[src/rtl/serial_port_pkg.sv]
package serial_port_pkg;
  localparam int OVS            = 16;
  localparam int MAX_FRAME_BITS = 12;
  localparam int OPEN_TICKS     = 2 * OVS * MAX_FRAME_BITS;

  typedef enum logic [2:0] {
    OP_SELECT   = 3'd0,
    OP_SET_FMT  = 3'd1,
    OP_SET_RATE = 3'd2,
    OP_WRITE    = 3'd3,
    OP_READ     = 3'd4
  } op_e;

  typedef struct packed {
    logic       half;
    logic [3:0] rate;
    logic       stop2;
    logic       par_odd;
    logic       par_en;
    logic [1:0] len;
  } cfg_t;

  function automatic logic [7:0] len_mask(input logic [1:0] len);
    return 8'hFF >> (2'd3 - len);
  endfunction
endpackage

[src/rtl/serial_port_baud.sv]
module serial_port_baud #(
  parameter int BASE_DIV = 27
) (
  input  logic       clk_i,
  input  logic       rst_ni,
  input  logic [3:0] rate_i,
  output logic       tick_o
);
  localparam int MAXDIV = BASE_DIV * 16;
  localparam int DW     = $clog2(MAXDIV + 1);

  logic [DW-1:0] cnt_q, lim;

  always_comb lim = DW'(BASE_DIV * (int'(rate_i) + 1) - 1);

  always_ff @(posedge clk_i or negedge rst_ni) begin
    if (!rst_ni) begin
      cnt_q  <= '0;
      tick_o <= 1'b0;
    end else if (cnt_q >= lim) begin
      cnt_q  <= '0;
      tick_o <= 1'b1;
    end else begin
      cnt_q  <= cnt_q + 1'b1;
      tick_o <= 1'b0;
    end
  end
endmodule

[src/rtl/serial_port_tx.sv]
module serial_port_tx
  import serial_port_pkg::*;
(
  input  logic       clk_i,
  input  logic       rst_ni,
  input  logic       tick_i,
  input  cfg_t       cfg_i,
  input  logic       wr_i,
  input  logic [7:0] wr_data_i,
  output logic       tx_o,
  output logic       thr_empty_o,
  output logic       busy_o
);
  typedef enum logic [2:0] {T_IDLE, T_START, T_DATA, T_PAR, T_STOP} tst_e;

  tst_e       st_q;
  logic [3:0] tcnt_q;
  logic [2:0] idx_q;
  logic       sidx_q, par_q;
  logic [7:0] sh_q, thr_q;
  logic [7:0] thr_m;

  assign thr_m = thr_q & len_mask(cfg_i.len);

  always_ff @(posedge clk_i or negedge rst_ni) begin
    if (!rst_ni) begin
      st_q        <= T_IDLE;
      tcnt_q      <= '0;
      idx_q       <= '0;
      sidx_q      <= 1'b0;
      par_q       <= 1'b0;
      sh_q        <= '0;
      thr_q       <= '0;
      thr_empty_o <= 1'b1;
    end else begin
      if (wr_i) begin
        thr_q       <= wr_data_i;
        thr_empty_o <= 1'b0;
      end
      if (st_q == T_IDLE) begin
        if (!thr_empty_o) begin
          st_q   <= T_START;
          tcnt_q <= '0;
          sh_q   <= thr_m;
          par_q  <= (^thr_m) ^ cfg_i.par_odd;
          if (!wr_i) thr_empty_o <= 1'b1;
        end
      end else if (tick_i) begin
        tcnt_q <= tcnt_q + 1'b1;
        if (tcnt_q == 4'd15) begin
          unique case (st_q)
            T_START: begin
              st_q  <= T_DATA;
              idx_q <= '0;
            end
            T_DATA: begin
              if (idx_q == 3'(cfg_i.len) + 3'd4) begin
                st_q   <= cfg_i.par_en ? T_PAR : T_STOP;
                sidx_q <= 1'b0;
              end else begin
                idx_q <= idx_q + 1'b1;
              end
            end
            T_PAR: begin
              st_q   <= T_STOP;
              sidx_q <= 1'b0;
            end
            T_STOP: begin
              if (cfg_i.stop2 && !sidx_q) sidx_q <= 1'b1;
              else                        st_q   <= T_IDLE;
            end
            default: st_q <= T_IDLE;
          endcase
        end
      end
    end
  end

  always_comb begin
    unique case (st_q)
      T_START: tx_o = 1'b0;
      T_DATA:  tx_o = sh_q[idx_q];
      T_PAR:   tx_o = par_q;
      default: tx_o = 1'b1;
    endcase
  end

  assign busy_o = (st_q != T_IDLE);
endmodule

[src/rtl/serial_port_rx.sv]
module serial_port_rx
  import serial_port_pkg::*;
(
  input  logic       clk_i,
  input  logic       rst_ni,
  input  logic       tick_i,
  input  cfg_t       cfg_i,
  input  logic       rx_i,
  input  logic       block_i,
  output logic       done_o,
  output logic [7:0] data_o,
  output logic       perr_o,
  output logic       fault_o,
  output logic       line_o
);
  typedef enum logic [2:0] {R_IDLE, R_START, R_DATA, R_PAR, R_STOP, R_WAIT} rst_e;
  localparam int OW = $clog2(OPEN_TICKS + 1);

  rst_e          st_q;
  logic [1:0]    sync_q;
  logic          rxs, pbit_q;
  logic [3:0]    tcnt_q;
  logic [2:0]    idx_q;
  logic [OW-1:0] open_q;

  assign rxs    = sync_q[1];
  assign line_o = rxs;

  always_ff @(posedge clk_i or negedge rst_ni) begin
    if (!rst_ni) begin
      sync_q <= 2'b11;
      open_q <= '0;
    end else begin
      sync_q <= {sync_q[0], rx_i};
      if (rxs)                                            open_q <= '0;
      else if (tick_i && open_q != OW'(OPEN_TICKS))       open_q <= open_q + 1'b1;
    end
  end

  assign fault_o = (open_q == OW'(OPEN_TICKS));

  always_ff @(posedge clk_i or negedge rst_ni) begin
    if (!rst_ni) begin
      st_q   <= R_IDLE;
      tcnt_q <= '0;
      idx_q  <= '0;
      pbit_q <= 1'b0;
      data_o <= '0;
      perr_o <= 1'b0;
      done_o <= 1'b0;
    end else begin
      done_o <= 1'b0;
      unique case (st_q)
        R_IDLE: if (!rxs && !block_i) begin
          st_q   <= R_START;
          tcnt_q <= '0;
          data_o <= '0;
        end
        R_START: if (tick_i) begin
          if (tcnt_q == 4'd7) begin
            st_q   <= rxs ? R_IDLE : R_DATA;
            tcnt_q <= '0;
            idx_q  <= '0;
          end else tcnt_q <= tcnt_q + 1'b1;
        end
        R_DATA: if (tick_i) begin
          tcnt_q <= tcnt_q + 1'b1;
          if (tcnt_q == 4'd15) begin
            data_o[idx_q] <= rxs;
            if (idx_q == 3'(cfg_i.len) + 3'd4) st_q <= cfg_i.par_en ? R_PAR : R_STOP;
            else                               idx_q <= idx_q + 1'b1;
          end
        end
        R_PAR: if (tick_i) begin
          tcnt_q <= tcnt_q + 1'b1;
          if (tcnt_q == 4'd15) begin
            pbit_q <= rxs;
            st_q   <= R_STOP;
          end
        end
        R_STOP: if (tick_i) begin
          tcnt_q <= tcnt_q + 1'b1;
          if (tcnt_q == 4'd15) begin
            if (rxs) begin
              done_o <= 1'b1;
              perr_o <= cfg_i.par_en && (pbit_q != ((^data_o) ^ cfg_i.par_odd));
              st_q   <= R_IDLE;
            end else st_q <= R_WAIT;
          end
        end
        R_WAIT: if (rxs) st_q <= R_IDLE;
        default: st_q <= R_IDLE;
      endcase
    end
  end
endmodule

[src/rtl/serial_port.sv]
module serial_port
  import serial_port_pkg::*;
#(
  parameter int         BASE_DIV = 27,
  parameter logic [7:0] DEV_ID   = 8'h08
) (
  input  logic       clk_i,
  input  logic       rst_ni,
  input  logic       cmd_valid_i,
  input  logic [2:0] cmd_op_i,
  input  logic [7:0] bus_data_i,
  output logic [7:0] bus_data_o,
  input  logic       rx_i,
  output logic       tx_o,
  output logic       sel_o,
  output logic [3:0] flag_o,
  output logic       irq_o
);
  cfg_t       cfg_q;
  logic       tick, hit, rd, wr;
  logic       rx_done, rx_perr, rx_fault, rx_line, tx_busy, thr_empty;
  logic [7:0] rx_data, rx_buf_q;
  logic       full_q, perr_q, fault_q;
  op_e        op;

  assign op  = op_e'(cmd_op_i);
  assign hit = cmd_valid_i && sel_o;
  assign rd  = hit && (op == OP_READ);
  assign wr  = hit && (op == OP_WRITE);

  serial_port_baud #(.BASE_DIV(BASE_DIV)) u_baud (
    .clk_i, .rst_ni, .rate_i(cfg_q.rate), .tick_o(tick)
  );

  serial_port_tx u_tx (
    .clk_i, .rst_ni, .tick_i(tick), .cfg_i(cfg_q), .wr_i(wr), .wr_data_i(bus_data_i),
    .tx_o, .thr_empty_o(thr_empty), .busy_o(tx_busy)
  );

  serial_port_rx u_rx (
    .clk_i, .rst_ni, .tick_i(tick), .cfg_i(cfg_q), .rx_i,
    .block_i(cfg_q.half && tx_busy), .done_o(rx_done), .data_o(rx_data),
    .perr_o(rx_perr), .fault_o(rx_fault), .line_o(rx_line)
  );

  always_ff @(posedge clk_i or negedge rst_ni) begin
    if (!rst_ni) begin
      sel_o    <= 1'b0;
      cfg_q    <= '{half: 1'b0, rate: 4'd0, stop2: 1'b0, par_odd: 1'b0, par_en: 1'b0, len: 2'd3};
      full_q   <= 1'b0;
      perr_q   <= 1'b0;
      fault_q  <= 1'b0;
      rx_buf_q <= '0;
    end else begin
      if (cmd_valid_i && op == OP_SELECT) sel_o <= (bus_data_i == DEV_ID);
      if (hit && op == OP_SET_FMT) begin
        cfg_q.len     <= bus_data_i[1:0];
        cfg_q.par_en  <= bus_data_i[2];
        cfg_q.par_odd <= bus_data_i[3];
        cfg_q.stop2   <= bus_data_i[4];
      end
      if (hit && op == OP_SET_RATE) begin
        cfg_q.rate <= bus_data_i[3:0];
        cfg_q.half <= bus_data_i[4];
      end
      if (rx_done) begin
        full_q   <= 1'b1;
        perr_q   <= rx_perr;
        rx_buf_q <= rx_data;
      end else if (rd) begin
        full_q <= 1'b0;
        perr_q <= 1'b0;
      end
      if (rx_fault)          fault_q <= 1'b1;
      else if (rd && rx_line) fault_q <= 1'b0;
    end
  end

  assign bus_data_o = rd ? rx_buf_q : 8'h00;
  assign flag_o     = {perr_q, fault_q, thr_empty, full_q};
  assign irq_o      = full_q;
endmodule

[config.mk]
export PLATFORM = sky130hd
export DESIGN_NAME = serial_port
export DESIGN_NICKNAME = d
export VERILOG_FILES = /design/src/rtl/serial_port_pkg.sv /design/src/rtl/serial_port_baud.sv /design/src/rtl/serial_port_tx.sv /design/src/rtl/serial_port_rx.sv /design/src/rtl/serial_port.sv
export SDC_FILE = /design/constraint.sdc
export NUM_CORES = 1
export LEC_CHECK = 0
export BUFFER_PORTS_ARGS = -buffer_cell sky130_fd_sc_hd__buf_2
export CAP_MARGIN = 40
export CORE_ASPECT_RATIO = 1.1
export CORE_MARGIN = 2
export CORE_UTILIZATION = 60
export CTS_BUF_LIST = sky130_fd_sc_hd__clkbuf_2 sky130_fd_sc_hd__clkbuf_4 sky130_fd_sc_hd__clkbuf_8
export DETAILED_ROUTE_END_ITERATION = 7
export PLACE_DENSITY = 0.81
export SETUP_SLACK_MARGIN = 0.1
export SYNTH_ARGS = -nofsm -noshare
export SYNTH_HDL_FRONTEND = slang
export SYNTH_HIERARCHICAL = 1
export SYNTH_SLANG_ARGS = --single-unit
[constraint.sdc]
create_clock -name clk_i -period 9.7 [get_ports clk_i]
set_input_delay 0.97 -clock clk_i [delete_from_list [all_inputs] [get_ports clk_i]]
set_output_delay 0.97 -clock clk_i [all_outputs]
set_load 0.05 [all_outputs]
# Word-level counts from Yosys, hierarchy flattened

Cells that the tools add are included.

Output and inout bits: 15
Register bits after elaboration: 93
Bits of input ports: 15

Magnitude comparators: 4
Equality and inequality tests: 41
Reduce and logical (&&, ||, !) cells: 44
$add $sub $neg: 10
Mux-type cells: 69
$mul: 1
Shifts and indexed selects: 1
Bitwise logic cells: 5

Operator list:

| kind                                                               | count |
|---|---|
| 3-bit two-way mux                                                  | 25 |
| 6-bit by 32-bit multiplier with 9-bit output, first input constant | 1 |
| 8-bit two-way mux                                                  | 4 |
| 4-bit two-way mux                                                  | 7 |
| 9-bit two-way mux                                                  | 3 |
| 2-bit by 1-bit != test with 1-bit output, second input constant    | 10 |
| 9-bit by 1-bit adder with 9-bit output, second input constant      | 2 |
| 3-bit by 2-bit == test with 1-bit output, second input constant    | 6 |
| 1-bit two-way mux                                                  | 18 |
| 3-bit one-hot mux with 6 select lines                              | 1 |
| 8-bit one-hot mux with 2 select lines                              | 1 |
| 2-bit nonzero test                                                 | 8 |
| 8-bit parity                                                       | 2 |
| 2-bit != test, second input constant                               | 7 |
| 1-bit logical AND                                                  | 13 |
| 3-bit == test, second input constant                               | 4 |
| 3-bit one-hot mux with 2 select lines                              | 2 |
| 3-bit one-hot mux with 4 select lines                              | 1 |
| 4-bit one-hot mux with 3 select lines                              | 1 |
| 4-bit AND reduction                                                | 3 |
| 6-bit AND reduction                                                | 2 |
| 11-bit AND reduction                                               | 1 |
| 5-bit AND reduction                                                | 2 |
| 3-bit by 1-bit == test with 1-bit output, second input constant    | 3 |
| other kinds (33)                                                   | 48 |

# Longest topological paths before layout

Depth in word-level cells: 8
Gate-level depth with buffers: 20

# Cells and area by module

The synthesis kept the hierarchy.

By module, submodules not included:

| module           | area an instance (µm²) | times used | cells each | seq. area each (µm²) |
|---|---|---|---|---|
| serial_port_rx   | 1976.9                 | 1          | 204        | 803.3 |
| serial_port_tx   | 1485.2                 | 1          | 141        | 726.9 |
| serial_port_baud | 1283.7                 | 1          | 142        | 250.2 |
| serial_port      | 1012.2                 | 1          | 75         | 553.0 |

# Worst setup path after synthesis

No wires, ideal clock.

Path type: flip-flop to flip-flop
From: register cfg_q[5] (netlist name)
To: register u_baud.tick_o
Buffers on the path: 2
Cell stages (with the launch flop): 20
Path slack: 5.299 ns
Library setup time: 0.124 ns
Required time: 9.576 ns
Data arrival time: 4.276 ns
Cells stage by stage: dfrtp_1 -> clkbuf_1 -> inv_1 -> ha_1 -> inv_1 -> ha_1 -> ha_1 -> inv_1 -> fa_1 -> inv_1 -> ha_1 -> o21a_1 -> o31a_1 -> a21o_1 -> ha_1 -> a21o_1 -> a21o_1 -> a221o_1 -> buf_6 -> or2_1

Longest elaborated chain between the ends: 5

RTL lines:

| element                                      | line                   | source |
|---|---|---|
| from (decl)                                  | serial_port.sv:19      | `cfg_t cfg_q;` |
| from (signal assigned)                       | serial_port.sv:49      | `cfg_q <= '{half: 1'b0, rate: 4'd0, stop2: 1'b0, par_odd: 1'b0, par_en: 1'b0, len: 2'd3};` |
| 4-bit by 1-bit adder with 5-bit output       | serial_port_baud.sv:14 | `always_comb lim = DW'(BASE_DIV * (int'(rate_i) + 1) - 1);` |
| 6-bit by 32-bit multiplier with 9-bit output | serial_port_baud.sv:14 |  |
| 9-bit by 2-bit subtractor with 9-bit output  | serial_port_baud.sv:14 |  |
| 9-bit greater-or-equal comparator            | serial_port_baud.sv:20 | `end else if (cnt_q >= lim) begin` |
| 1-bit two-way mux                            | serial_port_baud.sv:20 |  |
| to (signal assigned)                         | serial_port_baud.sv:19 | `tick_o <= 1'b0;` |
| to (signal assigned)                         | serial_port_baud.sv:22 | `tick_o <= 1'b1;` |
| to (signal assigned)                         | serial_port_baud.sv:25 | `tick_o <= 1'b0;` |
| to (decl)                                    | serial_port_baud.sv:7  | `output logic tick_o` |

Every way passes these cells.
A chain may end at the register's enable or synchronous reset.

# Final worst setup path

Ends and elaborated chain as after synthesis.

==> out/results.tsv <==
stage	metric	value	unit
synth	synth_area	0.00576	sq mm
clocking	cts_hold_buf	0	
worst_setup_path	cp.buffers_inverters	2	
worst_setup_path	cp_slowest_cell	fa_1	
timing	maxSlewViolCount	0	
synth	ys_seq_elements	93	
grt	met3_usage	4.11	%
worst_setup_path	required	9950	ps
timing	relSlewSlack	36.6	%
timing	whs	367	ps
timing	skew	12.4	ps
drt	route.detailed.drc	0	
status	status	complete, no violations	
place	dp_slack	4880	ps
timing	finalHoldViolations	0	
clocking	cts_setup_buffers	0	
power	p_int	1.04	mW
synth	synth_top_family_by_area	simple AND/OR/NAND/NOR gates	
layout	nNetsFinal	628	
clocking	ctsResizeCount	0	
synth	synth.distinct_cells	75	
worst_setup_path	critical_path_class	register to register	
grt	grt_overflow	0	
grt	grt_pass1_wl	19.9	mm
worst_setup_path	crit_cells	15	
clocking	clkTransAtPathRegs	90	ps
clocking	clock-sinks	93	
power	power-per-cell-area	299	mW/mm^2
timing	layout_min_cycle_time	4840	ps
die	design.core.area	0.00935	sq mm
timing	period_share	49.9	%
grt	antenna_found_initial	0	
clocking	cts_made_buffers	9	
hold_path	hold_depth	0	
die	num_rows	37	
timing	rsz0062_at_grt	no	
power	power.leakage	2.83	nW
clocking	htreeDepth	3	
synth	synth_nets	615	
synth	ys_top_cells_by_area	dfrtp_1, ha_1, mux2_2	
synth	yosysTopAreaCellShare	38.2	%
drt	dr.pass1.iters	5	
timing	setup_viol	0	
worst_setup_path	path_cells	ha_1, xor2_1, ha_1, ha_1, inv_1, fa_1, inv_1, ha_1, a21boi_0, nor4b_1, a211oi_1, ha_1, a21o_1, a221o_1, or2_1	
synth	synth_edf_count	0	
worst_setup_path	cp_slowest_stage_delay	530	ps
die	dieArea	0.0104	sq mm
drt	vias_per_cell	6.06	
worst_setup_path	arrival	5100	ps
clocking	insertion_delay	360	ps
place	port_buffers	29	
synth	synthCells	562	
drt	final_antenna_net_count	0	
grt	busiest_layer	met2	
drt	num_vias	4226	
synth	synth-xor-area-share	7.32	%
place	dp_hpwl	8.30	mm
drt	first_iter_violations	278	
synth	synth_mux_area_share	7.58	%
drt	wirelength	11.4	mm
die	start_util	61.6	%
grt	grt_util_met1	29.5	%
layout	nFillCells	724	
power	switchingPower	785	uW
timing	worstMarginPinSlew	952	ps
worst_setup_path	start_kind	register	
synth	synth_common_cells	dfrtp_1, nand2_1, inv_1	
grt	grt_util_met2	40.7	%
timing	fin_ws	4860	ps
synth	seq_area_frac_synth	40.5	%
worst_setup_path	crit_path_end_kind	register	
drt	routedWlPerCell	16.4	um
power	irDropWorstVdd	0.160	mV
place	finalWeightedCongestion	0.860	
die	die_h	107	um
synth	synth-compound-area-share	11.9	%
layout	area_delta_synth_final	5.93	%
worst_setup_path	r2r_cells	15	
clocking	clk_path_buf_depth	2	
grt	gr-usage-all-layers	23.2	%
synth	synthSimpleGateAreaFrac	18.4	%
grt	grt_start_max_net_pins	54	
worst_setup_path	cp_common_cell	ha_1	
power	p_sw_share	43.1	%
synth	yosysTopAreaCell	dfrtp_1	
layout	final_core_util	65.2	%
power	seq_power_share	30.8	%
clocking	root_buffer	clkbuf_8	
synth	synthArstFlopShare	100	%
timing	fmax	206	MHz
die	design.portCount	30	
layout	drive_above_1_share	18.6	%
grt	first_global_vias	4235	
flow_run	cap_violations	0	
clocking	cts_tree	done	
worst_setup_path	critical_path.top_delay_family	adder cells	
power	clock_power_share	13.5	%
die	die_w	97.4	um
synth	synthAdderAreaFrac	9.04	%
synth	synth_most_common_cell	dfrtp_1	
hold_path	hold_path_class	register to register	
synth	synth_area_per_cell	10.2	sq um
worst_setup_path	cp_max_fo	10	
layout	n_antenna_cell	0	
synth	synth_warnings	6	
synth	ys_dominant_reg_cell	dfrtp_1	
power	combPwrFrac	55.7	%
power	power	1.82	mW
timing	fin_tns_setup	0	ps
## power by group through the flow
stage / Sequential, mW / Clock [mW] / Combinational (mW)
floorplan: 0.518 / 0 / 0.848
global route: 0.574 / 0.268 / 1.15
global placement: 0.560 / 0 / 0.931
CTS: 0.560 / 0.249 / 1.01
finish: 0.562 / 0.246 / 1.02
detailed placement: 0.567 / 0 / 1.01
## sequential cells by signal, summed over array words and instances, names as in the netlist, 2 cells and up
register and flops:
cfg_q 10, u_baud/cnt_q 9, u_rx/open_q 9, rx_buf_q 8
u_rx/data_o 8, u_tx/sh_q 8, u_tx/thr_q 8, u_rx/tcnt_q 4
u_tx/tcnt_q 4, u_rx/idx_q 3, u_rx/st_q 3, u_tx/idx_q 3
u_tx/st_q 3, u_rx/sync_q 2
## cell families after synthesis
kind of cell | Yosys count
flops | 93
xor+xnor | 45
fa+ha+maj | 38
simple gates | 184
mux | 37
buf+inv | 66
compound gates | 99
## stage by stage
| stage | instances | instance area [sq um] |
|---|---|---|
| 6_report | 697 | 6100 |
| 5_1_grt | 697 | 6100 |
| 4_1_cts | 697 | 6100 |
| 3_5_place_dp | 681 | 5910 |
| 3_3_place_gp | 680 | 5900 |
| 2_1_floorplan | 562 | 5760 |
## per-layer routing
metal / share of wire (%) / vias to the layer above
met5: 0 / -
met4: 2.0 / 0
met3: 3.2 / 17
met2: 53 / 100
met1: 42 / 2099
li1: - / 2010
## placed cells by master (no fill, tap or decap), types with 3 or more instances in the layout
cell type  synthesis  layout
a211oi_1           4       4
a21boi_0           3       3
a21o_1             6       6
a21oi_1           12      12
a22o_1             4       4
a31oi_1            6       6
a32o_1             5       5
a41oi_1            3       3
and2_1             3       3
and2_2             8       8
and3_1             3       3
and4_1             4       4
buf_2              8      28
buf_4              6       3
clkbuf_8           0      11
dfrtp_1           88      88
dfstp_2            5       5
fa_1               6       6
ha_1              32      32
inv_1             37      37
mux2_2            31      31
nand2_1           43      43
nand2b_1           5       5
nand3_1           24      24
nand4_1            9       9
nor2_1            32      32
nor2b_1            5       5
nor3_1            12      12
nor4_1             3       3
nor4b_1            6       5
o21ai_0           26      26
o22ai_1            4       4
o2bb2ai_1          6       6
or2_2              3       3
xnor2_1           30      30
xor2_1            13      13
## worst paths after layout
path | slack (ps) | endpoint | from
max in group asynchronous | 8060 | u_baud/cnt_q[1] | rst_ni
max reg2reg | 4860 | u_baud/tick_o | cfg_q[5]
min | 370 | u_rx/sync_q[1] | u_rx/sync_q[0]
min in group asynchronous | 570 | u_baud/cnt_q[4] | rst_ni
max | 4860 | u_baud/tick_o | cfg_q[5]
min reg2reg | 370 | u_rx/sync_q[1] | u_rx/sync_q[0]
## layout make-up
type,count,area (sq um),share of cell area (%)
Clock inverter,4,32.5,0.533
Sequential cell,93,2330,38.3
Tap cell,117,146,2.40
Timing Repair Buffer,31,163,2.67
Clock buffer,12,159,2.61
Multi-Input combinational cell,403,3130,51.3
Inverter,37,139,2.28
Power figures use the tool's default switching activity.
